**config.mk**
```make
export PLATFORM = sky130hd
export DESIGN_NAME = wdog_keyed
export DESIGN_NICKNAME = d
export VERILOG_FILES = /design/src/rtl/wdk_pkg.sv /design/src/rtl/wdk_keyfsm.sv /design/src/rtl/wdk_timebase.sv /design/src/rtl/wdog_keyed.sv
export SDC_FILE = /design/constraint.sdc
export NUM_CORES = 1
export LEC_CHECK = 0
export ABC_CLOCK_PERIOD_IN_PS = 4000
export BUFFER_PORTS_ARGS = -buffer_cell sky130_fd_sc_hd__buf_2
export CELL_PAD_IN_SITES_DETAIL_PLACEMENT = 2
export CELL_PAD_IN_SITES_GLOBAL_PLACEMENT = 2
export CORE_MARGIN = 8
export CORE_UTILIZATION = 40
export CTS_BUF_LIST = sky130_fd_sc_hd__clkbuf_2 sky130_fd_sc_hd__clkbuf_4 sky130_fd_sc_hd__clkbuf_8
export DETAILED_ROUTE_END_ITERATION = 8
export GPL_TIMING_DRIVEN = 0
export PLACE_DENSITY = 0.95
export SLEW_MARGIN = 15
export SYNTH_ARGS = -nofsm -noshare
export SYNTH_HDL_FRONTEND = slang
export SYNTH_SLANG_ARGS = --single-unit
```
**constraint.sdc**
```tcl
create_clock -name clk -period 4 [get_ports clk]
set_input_delay 0.6 -clock clk [delete_from_list [all_inputs] [get_ports clk]]
set_output_delay 0.6 -clock clk [all_outputs]
set_load 0.01 [all_outputs]
```
**src/rtl/wdk_pkg.sv**
```systemverilog
package wdk_pkg;
    localparam int DW       = 32;
    localparam int OFS_CTRL = 0;
    localparam int OFS_CNT  = 4;
    localparam int OFS_TOV  = 8;

    localparam logic [DW-1:0] KEY_UNLK_W  = 32'hD928_C520;
    localparam logic [DW-1:0] KEY_UNLK_LO = 32'h0000_C520;
    localparam logic [DW-1:0] KEY_UNLK_HI = 32'h0000_D928;
    localparam logic [DW-1:0] KEY_SERVICE = 32'hB480_A602;

    localparam int B_FLAG = 14;
    localparam int B_WIDE = 13;
    localparam int B_PRE  = 12;
    localparam int B_OPEN = 11;
    localparam int B_DONE = 10;
    localparam int B_CSEL = 8;
    localparam int B_EN   = 7;
    localparam int B_UPD  = 5;
    localparam int B_WAIT = 1;
    localparam int B_STOP = 0;

    typedef enum logic [1:0] {
        KS_LOCKED = 2'd0,
        KS_HALF   = 2'd1,
        KS_OPEN   = 2'd2
    } key_state_e;

    typedef struct packed {
        logic       wide;
        logic       pre;
        logic [1:0] csel;
        logic       en;
        logic       upd;
        logic       wt;
        logic       stp;
    } wdk_cfg_t;
endpackage

```
**src/rtl/wdk_keyfsm.sv**
```systemverilog
module wdk_keyfsm
    import wdk_pkg::*;
#(
    parameter int WIN_CYC = 16,
    localparam int WW = $clog2(WIN_CYC + 1)
) (
    input  logic          clk,
    input  logic          rst_n,
    input  logic          wr_cnt,
    input  logic          wr_cfg,
    input  logic [DW-1:0] wdata,
    input  logic          wide,
    input  logic          upd,
    output logic          unlocked,
    output logic          commit
);
    key_state_e    st_q, st_d;
    logic [WW-1:0] win_q, win_d;

    always_ff @(posedge clk or negedge rst_n) begin
        if (!rst_n) begin
            st_q  <= KS_LOCKED;
            win_q <= '0;
        end else begin
            st_q  <= st_d;
            win_q <= win_d;
        end
    end

    always_comb begin
        st_d  = st_q;
        win_d = win_q;
        unique case (st_q)
            KS_LOCKED: begin
                win_d = '0;
                if (wr_cnt && upd) begin
                    if (wide && wdata == KEY_UNLK_W)
                        st_d = KS_OPEN;
                    else if (!wide && wdata == KEY_UNLK_LO)
                        st_d = KS_HALF;
                end
            end
            KS_HALF: begin
                win_d = '0;
                if (wr_cnt)
                    st_d = (wdata == KEY_UNLK_HI) ? KS_OPEN : KS_LOCKED;
            end
            KS_OPEN: begin
                if (wr_cfg)
                    st_d = KS_LOCKED;
                else if (win_q == WW'(WIN_CYC - 1))
                    st_d = KS_LOCKED;
                else
                    win_d = win_q + 1'b1;
            end
            default: st_d = KS_LOCKED;
        endcase
    end

    always_comb begin
        unlocked = (st_q == KS_OPEN);
        commit   = unlocked && wr_cfg;
    end
endmodule

```
**src/rtl/wdk_timebase.sv**
```systemverilog
module wdk_timebase #(
    parameter int CW    = 32,
    parameter int PRE_W = 8
) (
    input  logic          clk,
    input  logic          rst_n,
    input  logic          restart,
    input  logic          en,
    input  logic          pre,
    input  logic [CW-1:0] tov,
    output logic [CW-1:0] cnt,
    output logic          expire
);
    logic [PRE_W-1:0] pc_q;
    logic [CW-1:0]    cnt_q;
    logic             tick;

    assign tick   = !pre || (pc_q == '1);
    assign expire = en && !restart && tick && (cnt_q == tov);
    assign cnt    = cnt_q;

    always_ff @(posedge clk or negedge rst_n) begin
        if (!rst_n) begin
            pc_q  <= '0;
            cnt_q <= '0;
        end else if (restart) begin
            pc_q  <= '0;
            cnt_q <= '0;
        end else if (en) begin
            pc_q <= pc_q + 1'b1;
            if (tick)
                cnt_q <= (cnt_q == tov) ? '0 : cnt_q + 1'b1;
        end
    end
endmodule

```
**src/rtl/wdog_keyed.sv**
```systemverilog
module wdog_keyed
    import wdk_pkg::*;
#(
    parameter int          ADDR_W   = 4,
    parameter int          WIN_CYC  = 16,
    parameter int          DONE_LAT = 2,
    parameter int          PRE_W    = 8,
    parameter logic [31:0] TOV_RST  = 32'd1000,
    localparam int LW = $clog2(DONE_LAT + 1)
) (
    input  logic              clk,
    input  logic              rst_n,
    input  logic [ADDR_W-1:0] addr,
    input  logic              wr_en,
    input  logic [31:0]       wr_data,
    output logic [31:0]       rd_data,
    output logic              rst_req
);
    wdk_cfg_t      cfg_q;
    logic [DW-1:0] tov_q;
    logic [DW-1:0] cnt;
    logic [LW-1:0] lat_q;
    logic          flag_q;
    logic          wr_ctrl, wr_cnt, wr_tov, wr_cfg;
    logic          unlocked, commit, refresh, expire, done;

    assign wr_ctrl = wr_en && (addr == ADDR_W'(OFS_CTRL));
    assign wr_cnt  = wr_en && (addr == ADDR_W'(OFS_CNT));
    assign wr_tov  = wr_en && (addr == ADDR_W'(OFS_TOV));
    assign wr_cfg  = wr_ctrl || wr_tov;
    assign refresh = wr_cnt && (wr_data == KEY_SERVICE);
    assign done    = (lat_q == '0);

    wdk_keyfsm #(.WIN_CYC(WIN_CYC)) u_key (
        .clk      (clk),
        .rst_n    (rst_n),
        .wr_cnt   (wr_cnt),
        .wr_cfg   (wr_cfg),
        .wdata    (wr_data),
        .wide     (cfg_q.wide),
        .upd      (cfg_q.upd),
        .unlocked (unlocked),
        .commit   (commit)
    );

    wdk_timebase #(.CW(DW), .PRE_W(PRE_W)) u_tb (
        .clk     (clk),
        .rst_n   (rst_n),
        .restart (commit || refresh),
        .en      (cfg_q.en),
        .pre     (cfg_q.pre),
        .tov     (tov_q),
        .cnt     (cnt),
        .expire  (expire)
    );

    always_ff @(posedge clk or negedge rst_n) begin
        if (!rst_n) begin
            cfg_q  <= '{wide: 1'b1, pre: 1'b0, csel: 2'b00, en: 1'b0,
                        upd: 1'b1, wt: 1'b0, stp: 1'b0};
            tov_q  <= TOV_RST;
            lat_q  <= '0;
            flag_q <= 1'b0;
        end else begin
            if (commit && wr_ctrl) begin
                cfg_q.wide <= wr_data[B_WIDE];
                cfg_q.pre  <= wr_data[B_PRE];
                cfg_q.csel <= wr_data[B_CSEL +: 2];
                cfg_q.en   <= wr_data[B_EN];
                cfg_q.upd  <= wr_data[B_UPD];
                cfg_q.wt   <= wr_data[B_WAIT];
                cfg_q.stp  <= wr_data[B_STOP];
            end
            if (commit && wr_tov)
                tov_q <= wr_data;
            if (commit)
                lat_q <= LW'(DONE_LAT);
            else if (!done)
                lat_q <= lat_q - 1'b1;
            if (expire)
                flag_q <= 1'b1;
            else if (wr_ctrl && wr_data[B_FLAG])
                flag_q <= 1'b0;
        end
    end

    always_comb begin
        rd_data = '0;
        if (addr == ADDR_W'(OFS_CTRL)) begin
            rd_data[B_FLAG]      = flag_q;
            rd_data[B_WIDE]      = cfg_q.wide;
            rd_data[B_PRE]       = cfg_q.pre;
            rd_data[B_OPEN]      = unlocked;
            rd_data[B_DONE]      = done;
            rd_data[B_CSEL +: 2] = cfg_q.csel;
            rd_data[B_EN]        = cfg_q.en;
            rd_data[B_UPD]       = cfg_q.upd;
            rd_data[B_WAIT]      = cfg_q.wt;
            rd_data[B_STOP]      = cfg_q.stp;
        end else if (addr == ADDR_W'(OFS_CNT)) begin
            rd_data = cnt;
        end else if (addr == ADDR_W'(OFS_TOV)) begin
            rd_data = tov_q;
        end
    end

    assign rst_req = flag_q;
endmodule

```
==> flow_summary.toml <==
[grt]
antenna_found_initial = 0
grt-ovfl-total = 0
grt_pass1_vias = 6582
grt_pass1_wl_um = 43500
grt_max_degree = 62
gr-usage-all-layers = 0.325

[timing]
fin_setup_tns_ns = 0
finalHoldViolCount = 0
fin_crit_sh = 0.937
post-route-min-period_ns = 3.75
max_freq_mhz = 267
rsz0062_at_grt = "false"
relSlewSlack = 0.219
setup_viol = 0
finalMaxSlewViolations = 0
worst_slew_pin_slew_ns = 1.16
fin_skew_ns = 0.0157

[critical_path]
required_ns = 4.29
crit_arrival_ns = 4.04
critPathLaunchType = "register"
cp_max_fo = 10
cp-end-kind = "register"
path_class = "register to register"

[placed_design]
routabilityCongestion = 0.885
io_buffers = 71
dp_hpwl_um = 18300
dpl_cell_area_sq_um = 6010

[floorplan]
die_area_sq_um = 17400
num_io_pins = 72
die_h_um = 132
placementRows = 42
die_w_um = 132
initial_utilization = 0.409
coreArea_sq_um = 13200

[synth]
synth-edff-count = 0
synth_seq_cells = 90
synth_nets = 635
syn_area_sq_um = 5390
syn_area_per_cell_sq_um = 9.12
syn_inst = 591
async_reset_ff_frac = 1.00
synth_flop_cell = "dfrtp_1"
yosysSeqAreaShare = 0.420
ys_warn_count = 0
synthDistinctLibCells = 52

[clock_network]
root_buffer = "clkbuf_8"
numCtsBuffers = 9
cts_tree = "built"
cts.clk_slew.worst_paths_ns = 0.10
hold_buffers = 0
postCtsSetupBuffers = 0
clock_sinks = 90
h-tree-depth = 3
clock_latency_ns = 0.41
cts_buffer_depth = 2
ctsResizeCount = 0

[detailed_routing]
drt_iter0_markers = 498
route.detailed.drc = 0
wl_per_cell_um = 33.1
ant_nets = 0
firstDrtPassIters = 6
vias_per_cell = 6.84
vias = 5857
routed_wl_um = 28300

[power_and_ir_drop]
swShare = 0.253
combinationalPowerShare = 0.061
p_switching_mw = 0.475
clockPowerShare = 0.454
power_per_cell_area_nw_per_um2 = 299
sequentialPowerShare = 0.485
p_int_mw = 1.40
ir_drop_v = 0.000166
p_leak_nw = 2.78

[final_layout]
fin_nets = 719
n_antenna_cell = 0
fill_cells = 1358
fin_util = 0.476
drive_above_1_share = 0.222
fin_area_sq_um = 6270
syn2layout_area_growth_pct = 16.4

[status]
outcome = "completed"

[worst_hold_path]
hold_class = "input port to async pin"

[flow_run]
drv_cap = 0
## layout make-up
type | instances | area (sq um) | share of cell area
Tap cell | 176 | 220 | 0.0351
Inverter | 6 | 22.5 | 0.00359
Clock inverter | 4 | 97.6 | 0.0156
Multi-Input combinational cell | 449 | 2940 | 0.469
Sequential cell | 90 | 2260 | 0.361
Buffer | 46 | 180 | 0.0287
Clock buffer | 12 | 159 | 0.0253
Timing Repair Buffer | 73 | 390 | 0.0622
## flip-flops by register name, indices dropped and copies added, names as in the netlist
signal / flops
tov_q: 32
u_tb.pc_q: 8
cfg_q: 8
rst_req: 1
u_key.st_q: 2
lat_q: 2
u_tb.cnt: 32
u_key.win_q: 5
## power groups by stage
stage	sequential, mW	clock, mW	combinational, mW
2_1_floorplan	0.927	0	0.0300
3_3_place_gp	0.927	0	0.0962
6_report	0.910	0.852	0.115
3_5_place_dp	0.927	0	0.108
4_1_cts	0.910	0.844	0.113
5_1_grt	0.910	0.866	0.122
## Yosys cell counts, drive strengths merged, types with 13 or more instances
cell type | n | area (sq um)
a31oi | 17 | 106
dfrtp | 82 | 2050
or4 | 15 | 113
a22oi | 22 | 165
nor2 | 50 | 188
nor3 | 14 | 70.1
nand3 | 27 | 135
a21oi | 33 | 165
nand2 | 60 | 225
mux2 | 40 | 450
xnor2 | 35 | 307
nand4 | 23 | 150
clkbuf | 35 | 131
o21ai | 17 | 85.1
and3 | 13 | 82.6
## cells by family (layout without fill, tap and decap cells)
kind of cell | after synthesis | count (layout) | share of synthesized area
simple gates | 242 | 242 | 0.232
compound gates | 117 | 117 | 0.142
flops | 90 | 90 | 0.420
buf+inv | 52 | 141 | 0.0376
xor+xnor | 43 | 43 | 0.0699
mux | 42 | 42 | 0.0873
fa+ha+maj | 5 | 5 | 0.0116
## cell usage in the layout (no fill, tap or decap), types with 5 or more instances in the layout
| master | instances |
|---|---|
| dfrtp_1 | 82 |
| buf_2 | 77 |
| nand2_1 | 60 |
| nor2_1 | 50 |
| mux2_2 | 40 |
| clkbuf_1 | 35 |
| xnor2_1 | 35 |
| a21oi_1 | 33 |
| nand3_1 | 27 |
| a22oi_1 | 22 |
| nand4_1 | 22 |
| o21ai_0 | 17 |
| a31oi_1 | 17 |
| or4_1 | 15 |
| nor3_1 | 13 |
| and3_1 | 12 |
| o32ai_1 | 11 |
| clkbuf_8 | 11 |
| nor4_1 | 10 |
| xor2_1 | 8 |
| dfstp_2 | 8 |
| inv_1 | 6 |
| and2_1 | 6 |
| buf_1 | 5 |
| or3_1 | 5 |
| ha_1 | 5 |
## path summary, 6_finish.rpt
kind                             start     endpoint  slack [ns]  cells past startpoint
setup / recovery           u_tb.cnt[7]  u_tb.cnt[9]        0.25                      8
hold / removal                   rst_n  u_tb.cnt[2]        0.15                      1
setup reg to reg           u_tb.cnt[7]  u_tb.cnt[9]        0.25                      8
hold reg to reg               lat_q[1]     lat_q[1]        0.55                      1
max in group asynchronous        rst_n     tov_q[3]        3.13                      2
min in group clk           wr_data[20]    tov_q[20]        0.46                      2
## layer usage
| metal | GRT usage | up-vias | share of wire |
|---|---|---|---|
| li1 | - | 2338 | - |
| met1 | 0.380 | 3034 | 0.39 |
| met2 | 0.551 | 370 | 0.49 |
| met3 | 0.0541 | 115 | 0.063 |
| met4 | 0.193 | 0 | 0.058 |
| met5 | 0 | - | 0 |
## critical path, cell delays in order (launching register included)
cell and delay [ns]:
dfrtp_1 0.35, clkbuf_1 0.42, xnor2_1 0.22, nand4_1 0.25, nor4_1 0.99, and2_1 0.37, clkbuf_1 0.54, o21ai_0 0.20
a32o_1 0.30
## stage by stage
| step | hold WS, ns | cells | setup WS (ns) | power [mW] |
|---|---|---|---|---|
| 3_5_place_dp | 0.500 | 840 | 0.402 | 1.03 |
| 2_1_floorplan | 0.304 | 591 | 1.19 | 0.957 |
| 4_1_cts | 0.159 | 856 | 0.424 | 1.87 |
| 5_1_grt | 0.179 | 856 | 0.146 | 1.90 |
| 6_report | 0.149 | 856 | 0.251 | 1.88 |
| 3_3_place_gp | 0.472 | 838 | 0.205 | 1.02 |
(Power assumes the default switching activity.)
